File: config.mk
export PLATFORM = sky130hd
export DESIGN_NAME = tick_pacer
export DESIGN_NICKNAME = d
export VERILOG_FILES = /design/src/rtl/tick_pacer_pkg.sv /design/src/rtl/tp_pend_ctr.sv /design/src/rtl/tp_ack_gate.sv /design/src/rtl/tp_irq_pulse.sv /design/src/rtl/tick_pacer.sv
export SDC_FILE = /design/constraint.sdc
export NUM_CORES = 1
export LEC_CHECK = 0
export CAP_MARGIN = 10
export CORE_ASPECT_RATIO = 0.8
export CORE_UTILIZATION = 30
export CTS_CLUSTER_SIZE = 25
export DETAILED_ROUTE_END_ITERATION = 16
export DONT_BUFFER_PORTS = 1
export GPL_TIMING_DRIVEN = 0
export PLACE_DENSITY = 0.49
export SLEW_MARGIN = 25
export SYNTH_ARGS = -nofsm -noshare
export SYNTH_HDL_FRONTEND = slang
export SYNTH_SLANG_ARGS = --single-unit
export TNS_END_PERCENT = 100
File: constraint.sdc
create_clock -name clk -period 4.8 [get_ports clk]
set_clock_uncertainty 0.05 [all_clocks]
set_input_delay 0.72 -clock clk [delete_from_list [all_inputs] [get_ports clk]]
set_output_delay 0.72 -clock clk [all_outputs]
set_load 0.01 [all_outputs]
File: src/rtl/tick_pacer_pkg.sv
package tick_pacer_pkg;

  typedef enum logic [1:0] {
    CNT_HOLD  = 2'd0,
    CNT_INC   = 2'd1,
    CNT_DEC   = 2'd2,
    CNT_CLEAR = 2'd3
  } cnt_op_e;

  // Count operation for one cycle; clear has priority, tick+ack cancel.
  function automatic cnt_op_e pick_op(input logic tick, input logic ack,
                                      input logic clr);
    cnt_op_e op;
    if (clr)               op = CNT_CLEAR;
    else if (tick && !ack) op = CNT_INC;
    else if (ack && !tick) op = CNT_DEC;
    else                   op = CNT_HOLD;
    return op;
  endfunction

  // Next value of the handshake flag.
  function automatic logic next_armed(input logic armed, input logic fire,
                                      input logic ack, input logic clr);
    logic nxt;
    if (clr || ack) nxt = 1'b1;
    else if (fire)  nxt = 1'b0;
    else            nxt = armed;
    return nxt;
  endfunction

endpackage

File: src/rtl/tp_pend_ctr.sv
module tp_pend_ctr
  import tick_pacer_pkg::*;
#(
  parameter int CNT_W = 8
) (
  input  logic             clk,
  input  logic             rst_n,
  input  logic             tick,
  input  logic             ack,
  input  logic             clr,
  output logic [CNT_W-1:0] cnt,
  output logic             nonzero
);

  localparam logic [CNT_W-1:0] CNT_MAX = {CNT_W{1'b1}};

  function automatic logic [CNT_W-1:0] sat_inc(input logic [CNT_W-1:0] v);
    return (v == CNT_MAX) ? v : v + 1'b1;
  endfunction

  function automatic logic [CNT_W-1:0] floor_dec(input logic [CNT_W-1:0] v);
    return (v == '0) ? v : v - 1'b1;
  endfunction

  cnt_op_e op;
  assign op = pick_op(tick, ack, clr);

  always_ff @(posedge clk) begin
    if (!rst_n) begin
      cnt <= '0;
    end else begin
      unique case (op)
        CNT_INC:   cnt <= sat_inc(cnt);
        CNT_DEC:   cnt <= floor_dec(cnt);
        CNT_CLEAR: cnt <= '0;
        default:   cnt <= cnt;
      endcase
    end
  end

  assign nonzero = |cnt;

  AST_INC_ONE: assert property (@(posedge clk) disable iff (!rst_n)
    (tick && !ack && !clr && cnt != CNT_MAX) |=> cnt == $past(cnt) + 1'b1);
  AST_SAT_HOLD: assert property (@(posedge clk) disable iff (!rst_n)
    (tick && !ack && !clr && cnt == CNT_MAX) |=> cnt == CNT_MAX);
  AST_ACK_FLOOR: assert property (@(posedge clk) disable iff (!rst_n)
    (ack && !tick && !clr && cnt == '0) |=> cnt == '0);
  AST_BOTH_HOLD: assert property (@(posedge clk) disable iff (!rst_n)
    (tick && ack && !clr) |=> $stable(cnt));
  AST_CLR_EMPTY: assert property (@(posedge clk) disable iff (!rst_n)
    clr |=> cnt == '0);

endmodule

File: src/rtl/tp_ack_gate.sv
module tp_ack_gate
  import tick_pacer_pkg::*;
(
  input  logic clk,
  input  logic rst_n,
  input  logic nonzero,
  input  logic ack,
  input  logic clr,
  output logic fire,
  output logic armed
);

  assign fire = nonzero && armed && !clr;

  always_ff @(posedge clk) begin
    if (!rst_n) armed <= 1'b1;
    else        armed <= next_armed(armed, fire, ack, clr);
  end

  AST_FIRE_DISARMS: assert property (@(posedge clk) disable iff (!rst_n)
    (fire && !ack && !clr) |=> !fire);
  AST_ACK_REARMS: assert property (@(posedge clk) disable iff (!rst_n)
    ack |=> armed);
  AST_CLR_REARMS: assert property (@(posedge clk) disable iff (!rst_n)
    clr |=> armed);

endmodule

File: src/rtl/tp_irq_pulse.sv
module tp_irq_pulse (
  input  logic clk,
  input  logic rst_n,
  input  logic fire,
  output logic irq
);

  always_ff @(posedge clk) begin
    if (!rst_n) irq <= 1'b0;
    else        irq <= fire;
  end

endmodule

File: src/rtl/tick_pacer.sv
module tick_pacer #(
  parameter int CNT_W = 8
) (
  input  logic clk,
  input  logic rst_n,
  input  logic tick_i,
  input  logic ack_i,
  input  logic unmask_i,
  input  logic reprog_i,
  output logic irq_o,
  output logic pending_o
);

  logic             clr;
  logic [CNT_W-1:0] cnt;
  logic             nonzero;
  logic             fire;
  logic             armed;

  assign clr = unmask_i || reprog_i;

  tp_pend_ctr #(.CNT_W(CNT_W)) u_ctr (
    .clk(clk), .rst_n(rst_n), .tick(tick_i), .ack(ack_i), .clr(clr),
    .cnt(cnt), .nonzero(nonzero)
  );

  tp_ack_gate u_gate (
    .clk(clk), .rst_n(rst_n), .nonzero(nonzero), .ack(ack_i), .clr(clr),
    .fire(fire), .armed(armed)
  );

  tp_irq_pulse u_pulse (
    .clk(clk), .rst_n(rst_n), .fire(fire), .irq(irq_o)
  );

  assign pending_o = nonzero;

  AST_IRQ_NEEDS_PENDING: assert property (@(posedge clk) disable iff (!rst_n)
    irq_o |-> $past(pending_o) && !$past(clr));
  AST_IRQ_SINGLE: assert property (@(posedge clk) disable iff (!rst_n)
    (irq_o && !$past(ack_i)) |=> !irq_o);
  AST_REPROG_EMPTY: assert property (@(posedge clk) disable iff (!rst_n)
    reprog_i |=> !pending_o);
  AST_RESET_STATE: assert property (@(posedge clk)
    !rst_n |=> !irq_o && !pending_o && armed);

endmodule

Word level (Yosys, flattened, before mapping). Cells that the tools add are included.

Register bits: 10. Output and inout bits: 2. Logic and storage cells: 32.

$add $sub $neg: 2. Equal/unequal tests: 6. Multiplexer cells: 6. Bitwise operators: 1. Reduce and logical (&&, ||, !) cells: 14.

Operators with widths (number): $pmux W8 S3 (1); $mux W8 (2); $add A8 B1 Y8 const B (1); $eq A8 B8 Y1 const B (1); $logic_not A8 Y1 (1); $reduce_or A8 Y1 (1); $sub A8 B1 Y8 const B (1); $mux W2 (3); $eq A2 B2 Y1 const B (2); $logic_and A1 B1 Y1 (4); $ne A2 B2 Y1 const B (2); $logic_not A1 Y1 (3); $reduce_and A3 Y1 (1); $reduce_bool A3 Y1 (1); $eq A2 B1 Y1 const B (1); $logic_or A1 B1 Y1 (2); $reduce_or A2 Y1 (1); $not A1 Y1 (1).

Logic depth before layout (Yosys ltp).
Word-level depth: 8. Gate-level depth with buffers: 9. Gate-level depth less buffers: 8.

Cells and area by module. Synthesis repeated with hierarchy kept, for this count alone.

Cell total of the unflattened synthesis: 98. Area total of the unflattened synthesis: 822.0 sq um.

By module, submodules not included: tp_pend_ctr (times used 1, cells each 89, area an instance 747.0 sq um); tp_ack_gate (times used 1, cells each 6, area an instance 42.5 sq um); tp_irq_pulse (times used 1, cells each 2, area an instance 26.3 sq um); tick_pacer (times used 1, cells each 1, area an instance 6.3 sq um).

Worst setup path after synthesis. No wires, ideal clock.

Kind: input to register. From: in reprog_i. To: reg u_ctr.cnt[7]. Library setup time: 0.119 ns. Arrival time: 2.343 ns. Setup slack: 2.288 ns. Cell stages on the path: 8. Path through: nor4b_2 -> buf_6 -> ha_1 -> o31a_2 -> a2111o_1 -> nand2_1 -> nand3_1 -> mux2i_1.

Cells in the longest elaborated chain, start to end: 5.

RTL lines: start, declared (line tick_pacer.sv:9) `input logic reprog_i,`; $logic_or A1 B1 Y1 * (line tick_pacer.sv:20) `assign clr = unmask_i || reprog_i;`; $mux W2 * (line tick_pacer_pkg.sv:14) `if (clr) op = CNT_CLEAR;`; $eq A2 B2 Y1 / $eq A2 B1 Y1 (equally long branches) (line tp_pend_ctr.sv:32) `unique case (op)`; $ne A2 B2 Y1 (no source line) / $reduce_bool A3 Y1 (equally long branches); $reduce_and A3 Y1 (no source line); end signal, assigned (line tp_pend_ctr.sv:33) `CNT_INC: cnt <= sat_inc(cnt);`; end signal, assigned (line tp_pend_ctr.sv:34) `CNT_DEC: cnt <= floor_dec(cnt);`; end signal, assigned (line tp_pend_ctr.sv:36) `default: cnt <= cnt;`; end, declared (line tp_pend_ctr.sv:11) `output logic [CNT_W-1:0] cnt,`.

Mark *: on every way between the ends. The rest lies on a longest branch, timed or not. A chain may end at the register's enable or synchronous reset.

Final worst setup path.
From: in reprog_i. To: reg u_ctr.cnt[4].

Same word-level chain as after synthesis.

==> impl_results.md <==
* ANT cells at 0
* NumNets Final at 97
* Site row count at 15
* Area after DPL at 808.3 sq um
* Seq pwr share at 47.7%
* Port Buffers at 0
* Grt ovf at 0
* Finished Layout Cells at 121
* Maximum clock insertion buffer count at 2
* Synth cell types at 38
* Syn nets at 92
* Synth Area per Inst at 9.226 sq um
* CTS H-Tree Depth at 1
* RSZ-0062 raised after global routing: false
* Final setup TNS at 0 ps
* Max Cap Viol at 0
* Yosys reg bits at 10
* Hold Path Class: reg2reg
* CP Data Required Time at 4900 ps
* Via count at 620
* Routed Wire Length at 1.599 mm
* Peak VDD IR at 86.55 uV
* Post-cts resize count at 0
* Fin. Hold Viols at 0
* Startpoint types: primary input
* Final Cycle Share at 50.81%
* Vias in the first global route at 536
* Root buf cell: clkbuf_4
* DR vias/cell at 5.124
* CP Max Fanout at 11
* Cells after Synth at 83
* First-pass GRT wire length at 2.504 mm
* CP Capture Type: flop
* Layout cells sized above 1 at 21.84%
* Synth Warn # at 0
* Net Switching at 0.04095 mW
* Slew @ Worst Pin at 500.7 ps
* Post-CTS setup buffer count at 0
* Reg clk slew, reported paths at 70 ps
* Vert. Die Dim at 47.19 um
* GP Congestion at 0.7252
* Final total power at 0.1779 mW
* Post-Layout Inst Area at 844.6 sq um
* Starting Density at 33.72%
* Pwr Density at 210.7 mW/mm^2
* CTS buffer count at 3
* Drt pass-1 iters at 4
* Ys flop type: dfxtp_1
* Final worst path period need at 2439 ps
* EDFF count, synth at 0
* Slew HR at 66.53%
* CTS sink count at 10
* Status: finished clean
* Worst Path Arrival at 2540 ps
* Hpwl dp at 1.184 mm
* DRT iter0 DRCs at 10
* Comb power frac at 9.8%
* Worst-skew pair later-pin latency at 260 ps
* Maximum clock rate at 410.0 MHz
* Die width at 58.49 um
* Post-synth ARST share at 0%
* Fin. max-slew vios at 0
* CTS tree: yes
* Sequential area share after synthesis at 26.14%
* Largest net degree at the start of global routing at 12
* Post-DRT Antenna Nets at 0
* Clk pwr share at 42.5%
* Layout area overhead at 10.29%
* Initial antenna violation count at 0
* Internal power at 0.1370 mW
* Die area at 0.002760 sq mm
* Mapped Area at 765.7 sq um
* Gr usage total at 12.48%
* CTS Hold Bufs at 0
* Fill count at 228
* Number of I/O pins at 8
* Drt drc at 0
* Core area at 0.002271 sq mm
* Sw Ratio at 23.01%
* DP Cell Count at 117
* Wire per inst at 13.21 um
* Critical path type: in2reg
* Leakage at 0.3445 nW
* Final setup vio count at 0
## per-stage QoR
| step | hold slack, ps | setup slack [ps] | utilization, % |
|---|---|---|---|
| after detailed placement | 392.1 | 2081 | 35.59 |
| after CTS | 409.3 | 2351 | 37.19 |
| after global routing | 425.0 | 2200 | 37.19 |
| after global placement | 389.3 | 2040 | 35.59 |
| final | 406.3 | 2361 | 37.19 |
| after floorplan | 376.8 | 2288 | - |
## cells by family after synthesis
kind of cell,after synthesis,share of synthesized area [%]
xor+xnor,5,5.719
compound gates,23,26.64
flops,10,26.14
buf+inv,7,7.352
fa+ha+maj,3,4.902
simple gates,31,24.02
mux,4,5.229
## worst paths after layout
check | from | end | slack (ps) | depth (start not counted)
max | reprog_i | u_ctr.cnt[4] | 2360 | 9
min | u_gate.armed | u_gate.armed | 410 | 1
max reg2reg | u_ctr.cnt[4] | u_ctr.cnt[5] | 2870 | 6
min reg2reg | u_gate.armed | u_gate.armed | 410 | 1
## layout make-up
cell class	count	area [sq um]	share of cell area (%)
Multi-Input combinational cell	66	509.2	60.30
Inverter	3	11.26	1.333
Tap cell	34	42.54	5.037
Clock buffer	4	36.28	4.296
Sequential cell	10	200.2	23.70
Buffer	4	45.04	5.333
## sequential cells by signal (all words and copies together) (netlist names)
register and count:
u_ctr.cnt 8, u_gate.armed 1, u_pulse.irq 1
## worst max-delay path, cell delays in order
cell and delay [ps]:
nor4b_2 480, buf_6 220, xor2_1 70, ha_1 220, o31a_1 270, nor3b_1 230
o2bb2a_4 170, xnor2_1 100, nor2_1 50
## synthesized netlist by cell type, drive strengths merged, types with 2 or more instances
cell    instances  area [sq um]
nand2b          2         12.51
buf             4         45.04
nand2           7         33.78
nor2            8         30.03
and3            3         20.02
mux2i           4         40.04
inv             3         11.26
ha              3         37.54
a21oi           4         20.02
o21ai           6         30.03
xnor2           4         35.03
o31a            2         18.77
dfxtp          10         200.2
nand3           2         10.01
## power groups by stage
stage               combinational, mW  sequential (mW)  clock, mW
finish                         0.0175           0.0848     0.0756
global placement               0.0173           0.0867          0
floorplan                      0.0146           0.0864          0
global route                   0.0194           0.0848     0.0799
detailed placement             0.0174           0.0867          0
CTS                            0.0176           0.0847     0.0772
## layout by cell type, fill, tap and decap left out, types with 2 or more instances in the layout
cell type,count
a21oi_1,4
and3_1,2
ha_1,3
nor2_1,8
dfxtp_1,10
nand3_1,2
mux2i_1,4
nand2_1,6
o21ai_0,6
buf_6,4
xnor2_1,4
nand2b_1,2
inv_1,3
clkbuf_4,3
## layer usage
layer	vias up	track usage, %	wire [um]
met5	-	0	0
met4	0	1.429	0
met3	0	5.234	78
met2	14	19.54	670
met1	285	16.69	850
li1	321	-	-
(Power assumes the default switching activity.)
